`src/rtl/bcd_alu_pkg.sv`:
```
package bcd_alu_pkg;

  localparam int BYTE_W = 8;
  localparam int NIB_W  = BYTE_W / 2;

  typedef enum logic [1:0] {
    OP_ADD  = 2'b00,
    OP_SUB  = 2'b01,
    OP_CMP  = 2'b10,
    OP_PASS = 2'b11
  } alu_op_e;

  typedef struct packed {
    logic [BYTE_W-1:0] res;
    logic              n;
    logic              z;
    logic              c;
    logic              v;
  } alu_out_t;

  function automatic logic ovf_of_add(input logic [BYTE_W-1:0] a,
                                      input logic [BYTE_W-1:0] b,
                                      input logic [BYTE_W-1:0] s);
    logic [BYTE_W-1:0] t;
    t = ~(a ^ b) & (a ^ s);
    return t[BYTE_W-1];
  endfunction

  function automatic logic ovf_of_sub(input logic [BYTE_W-1:0] a,
                                      input logic [BYTE_W-1:0] b,
                                      input logic [BYTE_W-1:0] d);
    logic [BYTE_W-1:0] t;
    t = (a ^ b) & (a ^ d);
    return t[BYTE_W-1];
  endfunction

  function automatic logic is_zero(input logic [BYTE_W-1:0] x);
    return (x == '0);
  endfunction

endpackage

```
`src/rtl/bcd_add_path.sv`:
```
module bcd_add_path
  import bcd_alu_pkg::*;
(
  input  logic              clk,
  input  logic              rst_n,
  input  logic [BYTE_W-1:0] a_i,
  input  logic [BYTE_W-1:0] b_i,
  input  logic              cin_i,
  input  logic              dec_i,
  output alu_out_t          out_o
);

  localparam int SUM_W = BYTE_W + 2;
  localparam logic [NIB_W:0]   NIB_TEN   = 10;
  localparam logic [NIB_W:0]   NIB_WRAP  = 26;
  localparam logic [SUM_W-1:0] DEC_LIMIT = 10'h0A0;

  logic [SUM_W-1:0] raw_sum;
  logic [SUM_W-1:0] adj_sum;
  logic [NIB_W:0]   nib_sum;
  logic             nib_fix;

  always_comb begin
    raw_sum = {2'b00, a_i} + {2'b00, b_i} + {{(SUM_W-1){1'b0}}, cin_i};
    nib_sum = {1'b0, a_i[NIB_W-1:0]} + {1'b0, b_i[NIB_W-1:0]} + {{NIB_W{1'b0}}, cin_i};
    nib_fix = dec_i && (nib_sum >= NIB_TEN);
    adj_sum = raw_sum;
    if (nib_fix)
      adj_sum = (nib_sum < NIB_WRAP) ? raw_sum + 10'd6 : raw_sum - 10'd10;
  end

  always_comb begin
    out_o.z = is_zero(raw_sum[BYTE_W-1:0]);
    out_o.n = adj_sum[BYTE_W-1];
    out_o.v = ovf_of_add(a_i, b_i, adj_sum[BYTE_W-1:0]);
    if (!dec_i) begin
      out_o.res = raw_sum[BYTE_W-1:0];
      out_o.c   = raw_sum[BYTE_W];
    end else if (adj_sum >= DEC_LIMIT) begin
      out_o.res = adj_sum[BYTE_W-1:0] + 8'h60;
      out_o.c   = 1'b1;
    end else begin
      out_o.res = adj_sum[BYTE_W-1:0];
      out_o.c   = 1'b0;
    end
  end


  add_bin_sum_chk: assert property (@(posedge clk) disable iff (!rst_n)
    !dec_i |-> ({out_o.c, out_o.res} == ({1'b0, a_i} + {1'b0, b_i} + {8'd0, cin_i})));


  add_dec_zero_chk: assert property (@(posedge clk) disable iff (!rst_n)
    dec_i |-> (out_o.z == ((a_i + b_i + {7'd0, cin_i}) == 8'd0)));


  add_dec_range_chk: assert property (@(posedge clk) disable iff (!rst_n)
    (dec_i && !out_o.c) |-> (out_o.res < 8'hA0));

endmodule

```
`src/rtl/bcd_sub_path.sv`:
```
module bcd_sub_path
  import bcd_alu_pkg::*;
(
  input  logic              clk,
  input  logic              rst_n,
  input  logic [BYTE_W-1:0] a_i,
  input  logic [BYTE_W-1:0] b_i,
  input  logic              cin_i,
  input  logic              dec_i,
  output alu_out_t          out_o
);

  localparam int DIF_W = BYTE_W + 2;
  localparam int NDF_W = NIB_W + 2;

  logic [DIF_W-1:0] diff;
  logic [NDF_W-1:0] nib_diff;
  logic             nib_borrow;
  logic             nib_deep;
  logic             no_borrow;
  logic [BYTE_W-1:0] fixed;

  always_comb begin
    diff     = {2'b00, a_i} - {2'b00, b_i} - 10'd1 + {{(DIF_W-1){1'b0}}, cin_i};
    nib_diff = {2'b00, a_i[NIB_W-1:0]} - {2'b00, b_i[NIB_W-1:0]} - 6'd1
               + {{(NDF_W-1){1'b0}}, cin_i};
    nib_borrow = nib_diff[NDF_W-1];
    nib_deep   = ($signed(nib_diff) < -6'sd10);
    no_borrow  = ~diff[DIF_W-1];
    fixed = diff[BYTE_W-1:0];
    if (dec_i) begin
      if (nib_borrow)
        fixed = nib_deep ? fixed + 8'd10 : fixed - 8'd6;
      if (!no_borrow)
        fixed = fixed - 8'h60;
    end
  end

  always_comb begin
    out_o.res = fixed;
    out_o.c   = no_borrow;
    out_o.n   = diff[BYTE_W-1];
    out_o.z   = is_zero(diff[BYTE_W-1:0]);
    out_o.v   = ovf_of_sub(a_i, b_i, diff[BYTE_W-1:0]);
  end


  sub_bin_diff_chk: assert property (@(posedge clk) disable iff (!rst_n)
    !dec_i |-> (out_o.res == (a_i - b_i - {7'd0, ~cin_i})));


  sub_carry_chk: assert property (@(posedge clk) disable iff (!rst_n)
    out_o.c == ({1'b0, a_i} >= ({1'b0, b_i} + {8'd0, ~cin_i})));

endmodule

```
`src/rtl/bcd_out_stage.sv`:
```
module bcd_out_stage
  import bcd_alu_pkg::*;
#(
  parameter bit REG_OUT = 1'b1
) (
  input  logic              clk,
  input  logic              rst_n,
  input  logic              in_valid_i,
  input  alu_out_t          nxt_i,
  output logic [BYTE_W-1:0] result_o,
  output logic              neg_o,
  output logic              zero_o,
  output logic              carry_o,
  output logic              ovf_o,
  output logic              out_valid_o
);

  alu_out_t held;

  generate
    if (REG_OUT) begin : g_reg
      logic vld_q;
      always_ff @(posedge clk or negedge rst_n) begin
        if (!rst_n) begin
          held  <= '0;
          vld_q <= 1'b0;
        end else begin
          vld_q <= in_valid_i;
          if (in_valid_i)
            held <= nxt_i;
        end
      end
      assign out_valid_o = vld_q;


      valid_follow_chk: assert property (@(posedge clk) disable iff (!rst_n)
        in_valid_i |=> out_valid_o);


      hold_result_chk: assert property (@(posedge clk) disable iff (!rst_n)
        !in_valid_i |=> ($stable(result_o) && $stable(carry_o) && !out_valid_o));
    end else begin : g_comb
      assign held        = nxt_i;
      assign out_valid_o = in_valid_i;
    end
  endgenerate

  assign result_o = held.res;
  assign neg_o    = held.n;
  assign zero_o   = held.z;
  assign carry_o  = held.c;
  assign ovf_o    = held.v;

endmodule

```
`src/rtl/bcd_alu_unit.sv`:
```
module bcd_alu_unit
  import bcd_alu_pkg::*;
#(
  parameter bit REG_OUT = 1'b1
) (
  input  logic       clk,
  input  logic       rst_n,
  input  logic       in_valid_i,
  input  logic [7:0] acc_i,
  input  logic [7:0] opnd_i,
  input  logic       carry_i,
  input  logic       dec_i,
  input  logic       ovf_i,
  input  logic [1:0] op_sel_i,
  output logic [7:0] result_o,
  output logic       neg_o,
  output logic       zero_o,
  output logic       carry_o,
  output logic       ovf_o,
  output logic       out_valid_o
);

  alu_op_e  op;
  alu_out_t add_out;
  alu_out_t sub_out;
  alu_out_t cmp_out;
  alu_out_t pass_out;
  alu_out_t nxt;
  logic [BYTE_W:0] cmp_diff;

  assign op = alu_op_e'(op_sel_i);

  bcd_add_path u_add (
    .clk   (clk),
    .rst_n (rst_n),
    .a_i   (acc_i),
    .b_i   (opnd_i),
    .cin_i (carry_i),
    .dec_i (dec_i),
    .out_o (add_out)
  );

  bcd_sub_path u_sub (
    .clk   (clk),
    .rst_n (rst_n),
    .a_i   (acc_i),
    .b_i   (opnd_i),
    .cin_i (carry_i),
    .dec_i (dec_i),
    .out_o (sub_out)
  );

  always_comb begin
    cmp_diff  = {1'b0, acc_i} - {1'b0, opnd_i};
    cmp_out.res = acc_i;
    cmp_out.c   = ~cmp_diff[BYTE_W];
    cmp_out.n   = cmp_diff[BYTE_W-1];
    cmp_out.z   = is_zero(cmp_diff[BYTE_W-1:0]);
    cmp_out.v   = ovf_i;

    pass_out.res = opnd_i;
    pass_out.n   = opnd_i[BYTE_W-1];
    pass_out.z   = is_zero(opnd_i);
    pass_out.c   = carry_i;
    pass_out.v   = ovf_i;
  end

  always_comb begin
    unique case (op)
      OP_ADD:  nxt = add_out;
      OP_SUB:  nxt = sub_out;
      OP_CMP:  nxt = cmp_out;
      default: nxt = pass_out;
    endcase
  end

  bcd_out_stage #(.REG_OUT(REG_OUT)) u_out (
    .clk         (clk),
    .rst_n       (rst_n),
    .in_valid_i  (in_valid_i),
    .nxt_i       (nxt),
    .result_o    (result_o),
    .neg_o       (neg_o),
    .zero_o      (zero_o),
    .carry_o     (carry_o),
    .ovf_o       (ovf_o),
    .out_valid_o (out_valid_o)
  );


  cmp_carry_chk: assert property (@(posedge clk) disable iff (!rst_n)
    (op_sel_i == 2'b10) |-> (nxt.c == (acc_i >= opnd_i)));


  cmp_zero_chk: assert property (@(posedge clk) disable iff (!rst_n)
    (op_sel_i == 2'b10) |-> (nxt.z == (acc_i == opnd_i)));

  generate
    if (REG_OUT) begin : g_pass_chk

      pass_result_chk: assert property (@(posedge clk) disable iff (!rst_n)
        (in_valid_i && op_sel_i == 2'b11) |=> (result_o == $past(opnd_i) && carry_o == $past(carry_i)));
    end
  endgenerate

endmodule

```
`config.mk`:
```
export PLATFORM = sky130hd
export DESIGN_NAME = bcd_alu_unit
export DESIGN_NICKNAME = d
export VERILOG_FILES = /design/src/rtl/bcd_alu_pkg.sv /design/src/rtl/bcd_add_path.sv /design/src/rtl/bcd_sub_path.sv /design/src/rtl/bcd_out_stage.sv /design/src/rtl/bcd_alu_unit.sv
export SDC_FILE = /design/constraint.sdc
export NUM_CORES = 1
export LEC_CHECK = 0
export BUFFER_PORTS_ARGS = -buffer_cell sky130_fd_sc_hd__buf_4
export CELL_PAD_IN_SITES_DETAIL_PLACEMENT = 1
export CELL_PAD_IN_SITES_GLOBAL_PLACEMENT = 1
export CORE_MARGIN = 2
export CORE_UTILIZATION = 41
export CTS_CLUSTER_DIAMETER = 80
export DETAILED_ROUTE_END_ITERATION = 12
export HOLD_SLACK_MARGIN = 0.05
export MAX_ROUTING_LAYER = met4
export PLACE_DENSITY_LB_ADDON = 0.2
export RECOVER_POWER = 25
export SYNTH_ARGS = -nofsm -noshare
export SYNTH_HDL_FRONTEND = slang
export SYNTH_SLANG_ARGS = --single-unit
```
`constraint.sdc`:
```
create_clock -name clk -period 0.8 [get_ports clk]
set_input_delay 0.08 -clock clk [delete_from_list [all_inputs] [get_ports clk]]
set_output_delay 0.08 -clock clk [all_outputs]
set_load 0.01 [all_outputs]
```
==> flow_metrics.py, run 1 <==
metrics = {
    "clocking": {
        "ctsResizeCount": 89,
        "clock_sinks": 13,
        "cts-root-buf": "clkbuf_8",
        "cts_buffers": 3,
        "clockBufferDepth": 2,
        "hold_buffers": 1,
        "post-cts-setup-buffer-count": 30,
        "htreeDepth": 1,
    },
    "outcome": {
        "firstError": "[ERROR DPL-0033] detailed placement checks failed during check placement.",
        "status": "stopped before the end",
        "haltStage": "clock tree synthesis",
    },
    "logic_synthesis": {
        "yosysTopAreaCell": "ha_1",
        "synth_nets": 477,
        "netlist-cell-type-count": 77,
        "synth_ff_type": "dfrtp_1",
        "async_flop_share_pct": 100,
        "synth.avg_cell_area_sq_um": 7.74,
        "netlist.area_leader.share_pct": 12.0,
        "synth.area.top_cells": "ha_1 (12%), dfrtp_1 (10%), xnor2_1 (6.0%)",
        "yosys_warnings": 0,
        "synth.cell_area_sq_um": 3240,
        "synth-seq-area-share_pct": 10.1,
        "netlist_instances": 418,
        "ys_ff_latch": 13,
        "synth_edf_count": 0,
    },
    "floorplanning": {
        "rows": 32,
        "fp.dieH_um": 92.9,
        "ios": 37,
        "die_x_um": 92.9,
        "initial_core_util_pct": 42.1,
    },
    "placed_design": {
        "io_buffers": 36,
        "gp_congestion": 0.943,
        "place_ws_ns": -3.83,
        "post-dp-hpwl_um": 14100,
        "placed_cell_area_sq_um": 5070,
        "placedCellCount": 720,
    },
}
## Yosys cell counts, types with 4 or more instances
cell type   n
o21ai_1     7
nand4_1     4
xor2_1     10
dfrtp_1    13
mux2_2      7
nor3_1     12
a211oi_1    4
and4_1      4
nand2b_1   12
ha_1       31
a211o_1     6
a221oi_1    4
nand2_1    27
o211ai_1   11
o21ai_0    15
and3_1      5
nor2b_1     5
and2_1      4
buf_2       5
nand3_1    11
a21o_1      5
fa_1        4
clkbuf_1    8
a21oi_1    14
mux4_2      4
mux2i_1    11
o21a_1      4
nor2_1     39
or3_1       5
xnor2_1    22
inv_1      34
## kinds of logic after synthesis
kind of cell / count (synthesis) / synth area share (%)
buffers and inverters: 51 / 6.11
muxes: 23 / 8.97
DFF: 13 / 10.1
adders and majority gates: 37 / 15.1
AOI/OAI and AO/OA: 116 / 26.7
xor gates and xnor gates: 34 / 10.0
and+or+nand+nor: 144 / 23.0
## per-stage QoR
stage          setup TNS [ns]  hold slack [ns]
3_5_place_dp           -35.88          -0.0556
2_1_floorplan          -28.41           -0.216
3_3_place_gp           -33.54          -0.0706
==> inputs of run 2 (changes only) <==
- CELL_PAD_IN_SITES_DETAIL_PLACEMENT: 1 -> unset
- CELL_PAD_IN_SITES_GLOBAL_PLACEMENT: 1 -> unset
- CORE_UTILIZATION: 41 -> 35
- CTS_CLUSTER_DIAMETER: 80 -> unset
- HOLD_SLACK_MARGIN: 0.05 -> unset
- MAX_ROUTING_LAYER: met4 -> unset
- PLACE_DENSITY_LB_ADDON: 0.2 -> 0.15
- clock period: 0.8 -> 1.04 ns (I/O delays scaled with it)
==> flow_metrics.py, run 2 <==
metrics = {
    "outcome": {
        "status": "finished, violations left",
        "violations": "setup timing",
    },
    "grt": {
        "grt_start_max_net_pins": 15,
        "grtUsageMet1_pct": 30.7,
        "grt_use_total_pct": 24.0,
        "grt_pass1_wl_um": 19500,
        "grt_busiest_layer": "met2",
        "grtUsageMet2_pct": 45.0,
        "antenna_found_initial": 0,
        "grt_util_met3_pct": 2.09,
        "grt_overflow": 0,
        "grt_pass1_vias": 4128,
    },
    "cells_and_area": {
        "final_cell_mix": "buf_4 (219), inv_1 (32), nor2_1 (31)",
        "nets": 707,
        "final_util_pct": 63.6,
        "antenna_cells": 0,
        "area_growth_syn_to_layout_pct": 79.0,
        "final_common_cell": "buf_4",
        "largest_reg_flops": 8,
        "drive_gt1_share_pct": 51.9,
        "fill_cells": 766,
    },
    "critical_path": {
        "worstReg2RegStart": "u_out.result_o[6]",
        "critPathMaxFanout": 6,
        "path_buf_inv": 2,
        "end_kind": "register",
        "startpoint_type": "input pin",
        "timing.critical_path.from": "acc_i[0]",
        "path_class": "input pin to register",
        "crit_chain": "buf_8 -> ha_4 -> fa_2 -> xnor2_2 -> and4_1 -> mux2_4 -> a211o_1 -> a211o_1 -> xnor2_2 -> inv_2 -> ha_4 -> a21oi_4 -> nor2b_2 -> nor2_2 -> o211ai_1 -> o211ai_1 -> o21a_1 -> or3_4 -> a21oi_4 -> mux2_4 -> o31a_1",
        "required_ns": 1.16,
        "arrival_ns": 4.27,
        "crit_path_top_delay_cell": "fa_2",
        "crit_path_max_incr_delay_ns": 0.40,
        "critical-path-top-delay-family": "compound AO/OA/AOI/OAI gates",
    },
    "floorplanning": {
        "dieArea_sq_um": 10000,
        "fp.dieH_um": 100,
        "die_x_um": 100,
        "core_area_sq_um": 9110,
        "initial_core_util_pct": 35.5,
        "rows": 35,
        "ios": 37,
    },
    "clocking": {
        "clk_pin_slew_ns": 0.05,
        "cts_buffers": 3,
        "cts-root-buf": "clkbuf_8",
        "cts_tree": "done",
        "clockBufferDepth": 2,
        "htreeDepth": 1,
        "worstSkewPairLatency_ns": 0.24,
        "clock_sinks": 13,
    },
    "sta": {
        "setup_ws_ns": -3.10,
        "finalSetupViolCount": 12,
        "rsz0062_at_grt": "true",
        "whs_ns": 0.232,
        "maxSlewHeadroom_pct": 62.8,
        "min_period_over_period_pct": 398,
        "fmax_mhz": 241,
        "tns_ns": -27.52,
        "final.setup_skew_ns": 0,
        "final_hold_viol_count": 0,
        "worstMarginPinSlew_ns": 0.554,
        "drv_slew": 0,
        "fin_crit_ns": 4.14,
    },
    "pwr": {
        "power.internal_mw": 4.35,
        "combPwrFrac_pct": 85.3,
        "sw_frac_of_total_pct": 42.6,
        "peakVddDrop_uv": 908,
        "clock_power_share_pct": 5.9,
        "pwr-share-seq_pct": 8.8,
        "leakagePower_nw": 2.71,
        "p_total_mw": 7.57,
        "p_per_area_nw_per_um2": 1310,
        "switchingPower_mw": 3.22,
    },
    "detailed_routing": {
        "first_iter_violations": 234,
        "routed_wl_um": 12200,
        "wire_per_inst_um": 16.1,
        "avgViaCountPerCell": 5.35,
        "post-route-drc-count": 0,
        "vias": 4057,
        "antenna_left": 0,
        "firstDrtPassIters": 5,
    },
    "logic_synthesis": {
        "yosys-top-cells-count": "nor2_1 (39), inv_1 (34), ha_1 (31)",
        "synth_ff_type": "dfrtp_1",
        "synth.area.top_cells": "ha_1 (12%), dfrtp_1 (10%), xnor2_1 (6.0%)",
        "synth-seq-area-share_pct": 10.1,
        "ys_ff_latch": 13,
        "yosys_warnings": 0,
        "synth.cell_area_sq_um": 3240,
        "synth_edf_count": 0,
        "async_flop_share_pct": 100,
        "yosysMostFrequentCell": "nor2_1",
        "synth.avg_cell_area_sq_um": 7.74,
        "netlist-cell-type-count": 77,
        "netlist_instances": 418,
        "synth_nets": 477,
        "netlist.area_leader.share_pct": 12.0,
        "yosysTopAreaCell": "ha_1",
    },
    "min_path": {
        "min-delay-start": "ovf_i",
        "hold_class": "input pin to register",
    },
    "placed_design": {
        "gp_congestion": 0.884,
        "place_ws_ns": -3.41,
        "post-dp-hpwl_um": 9800,
        "io_buffers": 36,
    },
    "run": {
        "maxCapViolations": 0,
    },
}
run 2: cell counts after synthesis:
Identical to the previous run, type by type.
run 2: cells by family after synthesis:
kind of cell,count (synthesis),share of synthesized area (%)
adder cells (fa/ha/maj),37,15.1
AND/OR/NAND/NOR,144,23.0
multiplexers,23,8.97
AO/OA/AOI/OAI,116,26.7
XOR/XNOR,34,10.0
flip-flops,13,10.1
buffers and inverters,51,6.11
run 2: final cells by class:
cell class / instances / area, sq um / share of cell area, %
tap: 111 / 139 / 2.40
multi-input combinational: 354 / 3260 / 56.3
timing repair buffer: 240 / 1890 / 32.6
sequential: 13 / 325 / 5.62
clock buffer: 4 / 45.0 / 0.778
inverter: 36 / 135 / 2.33
run 2: worst paths after layout:
| kind | end | slack (ns) | depth (start not counted) |
|---|---|---|---|
| max | u_out.result_o[6] | -3.10 | 21 |
| min | u_out.ovf_o | 0.23 | 4 |
| max reg2reg | u_out.result_o[6] | 0.24 | 3 |
| min reg2reg | u_out.result_o[2] | 0.51 | 2 |
| max in group asynchronous | u_out.out_valid_o | 0.49 | 2 |
| min in group asynchronous | u_out.zero_o | 0.30 | 2 |
run 2: through the flow:
step	cells	area, sq um
finish	758	5790
detailed placement	734	5130
global route	758	5790
CTS	748	5540
floorplan	418	3390
global placement	734	5130
run 2: metal layers:
metal,up-vias,routed length [um]
li1,2011,-
met1,1961,5440
met2,69,6290
met3,16,336
met4,0,167
met5,-,0
run 2: what timing repair did:
item,CTS,global route
setup buffers,11,12
pin swaps,29,18
endpoints found under the setup margin,12,12
endpoints found under the hold margin,13,0
resized for setup,60,34
gates cloned,0,0
hold buffers,1,0
run 2: power groups by stage:
stage / Combinational (mW) / Sequential (mW) / Clock, mW
floorplan: 2.94 / 0.715 / 0
global placement: 5.37 / 0.670 / 0
detailed placement: 5.46 / 0.675 / 0
CTS: 6.01 / 0.667 / 0.449
global route: 6.96 / 0.679 / 0.480
finish: 6.46 / 0.667 / 0.445
run 2: worst min-delay path, delay by kind of cell:
family                 cells  cell delay (ns)
buffers and inverters      1             0.07
muxes                      1             0.15
and+or+nand+nor            1             0.04
AOI/OAI and AO/OA          1             0.07
Note: power is estimated with default switching activity, not from simulation.
==> inputs of run 3 (changes only) <==
- GPL_TIMING_DRIVEN: unset -> 0
- PLACE_DENSITY: unset -> 0.5
- PLACE_DENSITY_LB_ADDON: 0.15 -> unset
- clock period: 1.04 -> 4.2 ns (I/O delays scaled with it)
==> flow_metrics.py, run 3 (synthesis results as in run 2) <==
metrics = {
    "outcome": {
        "status": "finished, violations left",
        "violations": "setup timing",
    },
    "pwr": {
        "p_per_area_nw_per_um2": 347,
        "clock_power_share_pct": 7.3,
        "power.internal_uw": 821,
        "peakVddDrop_uv": 181,
        "sw_frac_of_total_pct": 47.0,
        "switchingPower_uw": 726,
        "combPwrFrac_pct": 82.0,
        "leakagePower_nw": 1.92,
        "pwr-share-seq_pct": 10.7,
    },
    "cells_and_area": {
        "nets": 561,
        "final_common_cell": "buf_4",
        "drive_gt1_share_pct": 32.3,
        "antenna_cells": 0,
        "fill_cells": 913,
        "area_growth_syn_to_layout_pct": 37.8,
        "largest_reg_flops": 8,
        "final_cell_mix": "buf_4 (73), nor2_1 (36), inv_1 (31)",
        "final_area_sq_um": 4460,
    },
    "sta": {
        "final.setup_skew_ns": 0,
        "setup_ws_ns": -0.263,
        "rsz0062_at_grt": "true",
        "fmax_mhz": 224,
        "fin_crit_ns": 4.46,
        "finalSetupViolCount": 5,
        "min_period_over_period_pct": 106,
        "worstMarginPinSlew_ns": 0.715,
        "maxSlewHeadroom_pct": 52.3,
        "final_hold_viol_count": 0,
        "whs_ns": 0.200,
        "tns_ns": -0.656,
        "drv_slew": 0,
    },
    "placed_design": {
        "place_ws_ns": -1.04,
        "io_buffers": 36,
        "gp_congestion": 0.857,
        "post-dp-hpwl_um": 8750,
        "placed_cell_area_sq_um": 3750,
    },
    "floorplanning": {
        "core_area_sq_um": 9110,
        "rows": 35,
        "dieArea_sq_um": 10000,
        "ios": 37,
        "initial_core_util_pct": 35.5,
        "die_x_um": 100,
        "fp.dieH_um": 100,
    },
    "clocking": {
        "hold_buffers": 0,
        "cts_buffers": 3,
        "clockBufferDepth": 2,
        "cts_tree": "done",
        "clk_pin_slew_ns": 0.05,
        "worstSkewPairLatency_ns": 0.24,
        "cts-root-buf": "clkbuf_8",
        "htreeDepth": 1,
        "clock_sinks": 13,
    },
    "detailed_routing": {
        "antenna_left": 0,
        "post-route-drc-count": 0,
        "routed_wl_um": 11200,
        "first_iter_violations": 128,
        "avgViaCountPerCell": 5.67,
        "vias": 3472,
        "wire_per_inst_um": 18.3,
        "firstDrtPassIters": 4,
    },
    "grt": {
        "antenna_found_initial": 0,
        "grt_pass1_vias": 3578,
        "grt_pass1_wl_um": 18300,
        "grt_overflow": 0,
        "grt_start_max_net_pins": 14,
        "grt_use_total_pct": 23.2,
    },
    "critical_path": {
        "path_class": "input pin to register",
        "arrival_ns": 4.59,
        "critPathMaxFanout": 10,
        "end_kind": "register",
        "rr_worst_depth": 3,
        "required_ns": 4.33,
        "startpoint_type": "input pin",
    },
    "min_path": {
        "hold_class": "input pin to async pin",
    },
    "run": {
        "maxCapViolations": 0,
    },
}
==> run 3: final cells by class <==
type / count / area [sq um] / share of cell area, %
Multi-Input combinational cell: 354 / 3120 / 70.0
Tap cell: 111 / 139 / 3.11
Inverter: 36 / 140 / 3.14
Sequential cell: 13 / 325 / 7.29
Clock buffer: 4 / 45.0 / 1.01
Timing Repair Buffer: 79 / 624 / 14.0
Buffer: 15 / 65.1 / 1.46
==> run 3: power by group through the flow <==
| stage | clock, mW | combinational (mW) | sequential, mW |
|---|---|---|---|
| 5_1_grt | 0.121 | 1.39 | 0.168 |
| 4_1_cts | 0.117 | 1.22 | 0.165 |
| 6_report | 0.113 | 1.27 | 0.165 |
| 3_5_place_dp | 0 | 0.989 | 0.167 |
| 2_1_floorplan | 0 | 0.713 | 0.177 |
| 3_3_place_gp | 0 | 0.977 | 0.166 |
==> run 3: metal layers <==
metal | track usage [%] | up-vias | wire [um]
met3 | 1.60 | 0 | 387
met5 | 0 | - | 0
met2 | 42.8 | 56 | 5700
met1 | 31.3 | 1694 | 5110
li1 | - | 1722 | -
met4 | 0.843 | 0 | 0
==> run 3: critical path, stage by stage <==
cell and delay [ns]:
buf_4 0.10, inv_1 0.04, ha_1 0.28, buf_4 0.22
nand2b_4 0.19, a21oi_4 0.09, a2111o_1 0.41, a32o_2 0.30
nor2_2 0.13, xnor2_2 0.16, inv_2 0.07, ha_4 0.25
a211o_1 0.32, or3_1 0.33, o2111ai_2 0.08, o21ai_2 0.08
or3_4 0.38, a21oi_4 0.17, mux2_4 0.33, o31a_1 0.24
==> run 3: worst paths after layout <==
| kind | start | end | slack [ns] |
|---|---|---|---|
| worst max-delay path | opnd_i[2] | u_out.result_o[6] | -0.26 |
| worst min-delay path | rst_n | u_out.zero_o | 0.20 |
| worst max register to register | u_out.result_o[6] | u_out.result_o[6] | 3.43 |
| worst min register to register | u_out.result_o[1] | u_out.result_o[1] | 0.51 |
| max in group asynchronous | rst_n | u_out.result_o[7] | 3.55 |
| min in group clk | in_valid_i | u_out.out_valid_o | 0.32 |
==> run 3: what timing repair did <==
| item | in CTS | in global routing |
|---|---|---|
| cloned | 0 | 0 |
| pin swaps | 31 | 10 |
| setup endpoints to repair | 6 | 6 |
| resized for setup | 57 | 8 |
| buffers inserted | 37 | 7 |
==> run 3: through the flow <==
stage	cells	util (%)	total power, mW
3_5_place_dp	565	41.2	1.16
6_report	612	49.0	1.55
2_1_floorplan	418	-	0.890
5_1_grt	612	49.0	1.68
4_1_cts	606	48.0	1.50
3_3_place_gp	565	41.2	1.14
==> inputs of run 4 (changes only) <==
- CELL_PAD_IN_SITES_DETAIL_PLACEMENT: unset -> 1
- CELL_PAD_IN_SITES_GLOBAL_PLACEMENT: unset -> 1
- PLACE_DENSITY: 0.5 -> 0.65
==> flow_metrics.py, run 4 (synthesis results as in run 2) <==
metrics = {
    "cells_and_area": {
        "area_growth_syn_to_layout_pct": 36.7,
        "final_cell_mix": "buf_4 (66), nor2_1 (36), inv_1 (32)",
        "final_common_cell": "buf_4",
        "antenna_cells": 0,
        "fill_cells": 1106,
        "drive_gt1_share_pct": 31.8,
        "largest_reg_flops": 8,
        "instances_no_fill": 604,
        "nets": 553,
        "final_area_sq_um": 4420,
    },
    "grt": {
        "antenna_found_initial": 0,
        "grt_overflow": 0,
        "grt_use_total_pct": 24.6,
        "grt_start_max_net_pins": 14,
        "grt_pass1_vias": 3648,
        "grt_pass1_wl_um": 19500,
    },
    "sta": {
        "drv_slew": 0,
        "fin_crit_ns": 4.70,
        "fmax_mhz": 213,
        "min_period_over_period_pct": 112,
        "final.setup_skew_ns": 0,
        "finalSetupViolCount": 6,
        "maxSlewHeadroom_pct": 53.7,
        "final_hold_viol_count": 0,
        "tns_ns": -2.59,
        "worstMarginPinSlew_ns": 0.690,
        "setup_ws_ns": -0.498,
        "rsz0062_at_grt": "true",
    },
    "clocking": {
        "cts_tree": "done",
        "clk_pin_slew_ns": 0.05,
        "htreeDepth": 1,
        "cts-root-buf": "clkbuf_8",
        "worstSkewPairLatency_ns": 0.24,
        "clock_sinks": 13,
        "cts_buffers": 3,
        "clockBufferDepth": 2,
    },
    "detailed_routing": {
        "post-route-drc-count": 0,
        "first_iter_violations": 118,
        "avgViaCountPerCell": 5.86,
        "vias": 3539,
        "antenna_left": 0,
        "firstDrtPassIters": 4,
        "wire_per_inst_um": 20.2,
        "routed_wl_um": 12200,
    },
    "run": {
        "maxCapViolations": 0,
    },
    "placed_design": {
        "io_buffers": 36,
        "placed_cell_area_sq_um": 3750,
        "post-dp-hpwl_um": 9480,
        "placedCellCount": 565,
        "gp_congestion": 0.814,
    },
    "critical_path": {
        "path_buf_inv": 2,
        "end_kind": "register",
        "required_ns": 4.33,
        "path_class": "input pin to register",
        "crit_path_top_delay_cell": "or3_4",
        "critical-path-top-delay-family": "compound AO/OA/AOI/OAI gates",
        "crit_chain": "buf_12 -> ha_4 -> fa_2 -> xnor2_2 -> and4_4 -> mux2_4 -> a211o_1 -> a211o_1 -> xnor2_4 -> inv_2 -> ha_4 -> a21oi_2 -> nor2b_1 -> nor2_1 -> o211ai_1 -> o211ai_1 -> nor3_2 -> or3_4 -> a21oi_4 -> mux2_4 -> o31a_1",
        "startpoint_type": "input pin",
        "critPathMaxFanout": 4,
        "arrival_ns": 4.82,
        "crit_path_max_incr_delay_ns": 0.42,
    },
    "outcome": {
        "violations": "setup timing",
        "status": "finished, violations left",
    },
    "floorplanning": {
        "fp.dieH_um": 100,
        "ios": 37,
        "die_x_um": 100,
        "core_area_sq_um": 9110,
        "initial_core_util_pct": 35.5,
        "dieArea_sq_um": 10000,
        "rows": 35,
    },
    "pwr": {
        "peakVddDrop_uv": 193,
        "p_total_mw": 1.54,
        "leakagePower_nw": 1.88,
        "p_per_area_nw_per_um2": 348,
    },
    "min_path": {
        "hold_class": "input pin to async pin",
    },
}
## run 4: cell types whose count changed in the layout (fill, tap and decap cells not counted), sizes merged
cell	previous run	this run
buf	85	77
## run 4: final cells by class
| cell class | instances | area (sq um) | share of cell area [%] |
|---|---|---|---|
| tap | 111 | 139 | 3.14 |
| inverter | 36 | 140 | 3.17 |
| sequential | 13 | 325 | 7.35 |
| buffer | 15 | 67.6 | 1.53 |
| clock buffer | 4 | 45.0 | 1.02 |
| multi-input combinational | 354 | 3140 | 71.0 |
| timing repair buffer | 71 | 564 | 12.8 |
## run 4: path summary, 6_finish.rpt
kind	from	endpoint	slack (ns)	cells after the start
worst max-delay path	opnd_i[0]	u_out.result_o[6]	-0.50	21
worst min-delay path	rst_n	u_out.zero_o	0.20	1
worst max register to register	u_out.ovf_o	u_out.ovf_o	3.43	1
worst min register to register	u_out.result_o[4]	u_out.result_o[4]	0.51	1
max in group asynchronous	rst_n	u_out.result_o[1]	3.56	1
min in group clk	in_valid_i	u_out.out_valid_o	0.33	1
## run 4: per-layer routing
metal  track usage [%]  share of wire, %  up-vias
li1                  -                 -     1698
met1              33.6                45     1787
met2              43.5                51       44
met3              1.46               1.9       10
met4              3.90               1.7        0
met5                 0                 0        -
## run 4: where the power goes
part	switching, mW	total [mW]	internal [mW]
combinational	0.685	1.26	0.580
clock	0.0431	0.110	0.0669
sequential	0.0141	0.165	0.151
## run 4: timing repair
item / 4_1_cts / 5_1_grt
pin swaps: 20 / 27
endpoints found under the setup margin: 6 / 6
setup buffers: 23 / 15
hold buffers: 0 / 0
gates resized for setup: 47 / 23
## run 4: through the flow
| step | utilization, % | hold WS [ns] | setup WS [ns] |
|---|---|---|---|
| 3_5_place_dp | 41.2 | 0.275 | -1.04 |
| 4_1_cts | 46.4 | 0.0146 | -0.368 |
| 6_report | 48.6 | 0.200 | -0.498 |
| 3_3_place_gp | 41.2 | 0.273 | -1.01 |
| 5_1_grt | 48.6 | 0.251 | -0.679 |
| 2_1_floorplan | - | 0.124 | -0.345 |
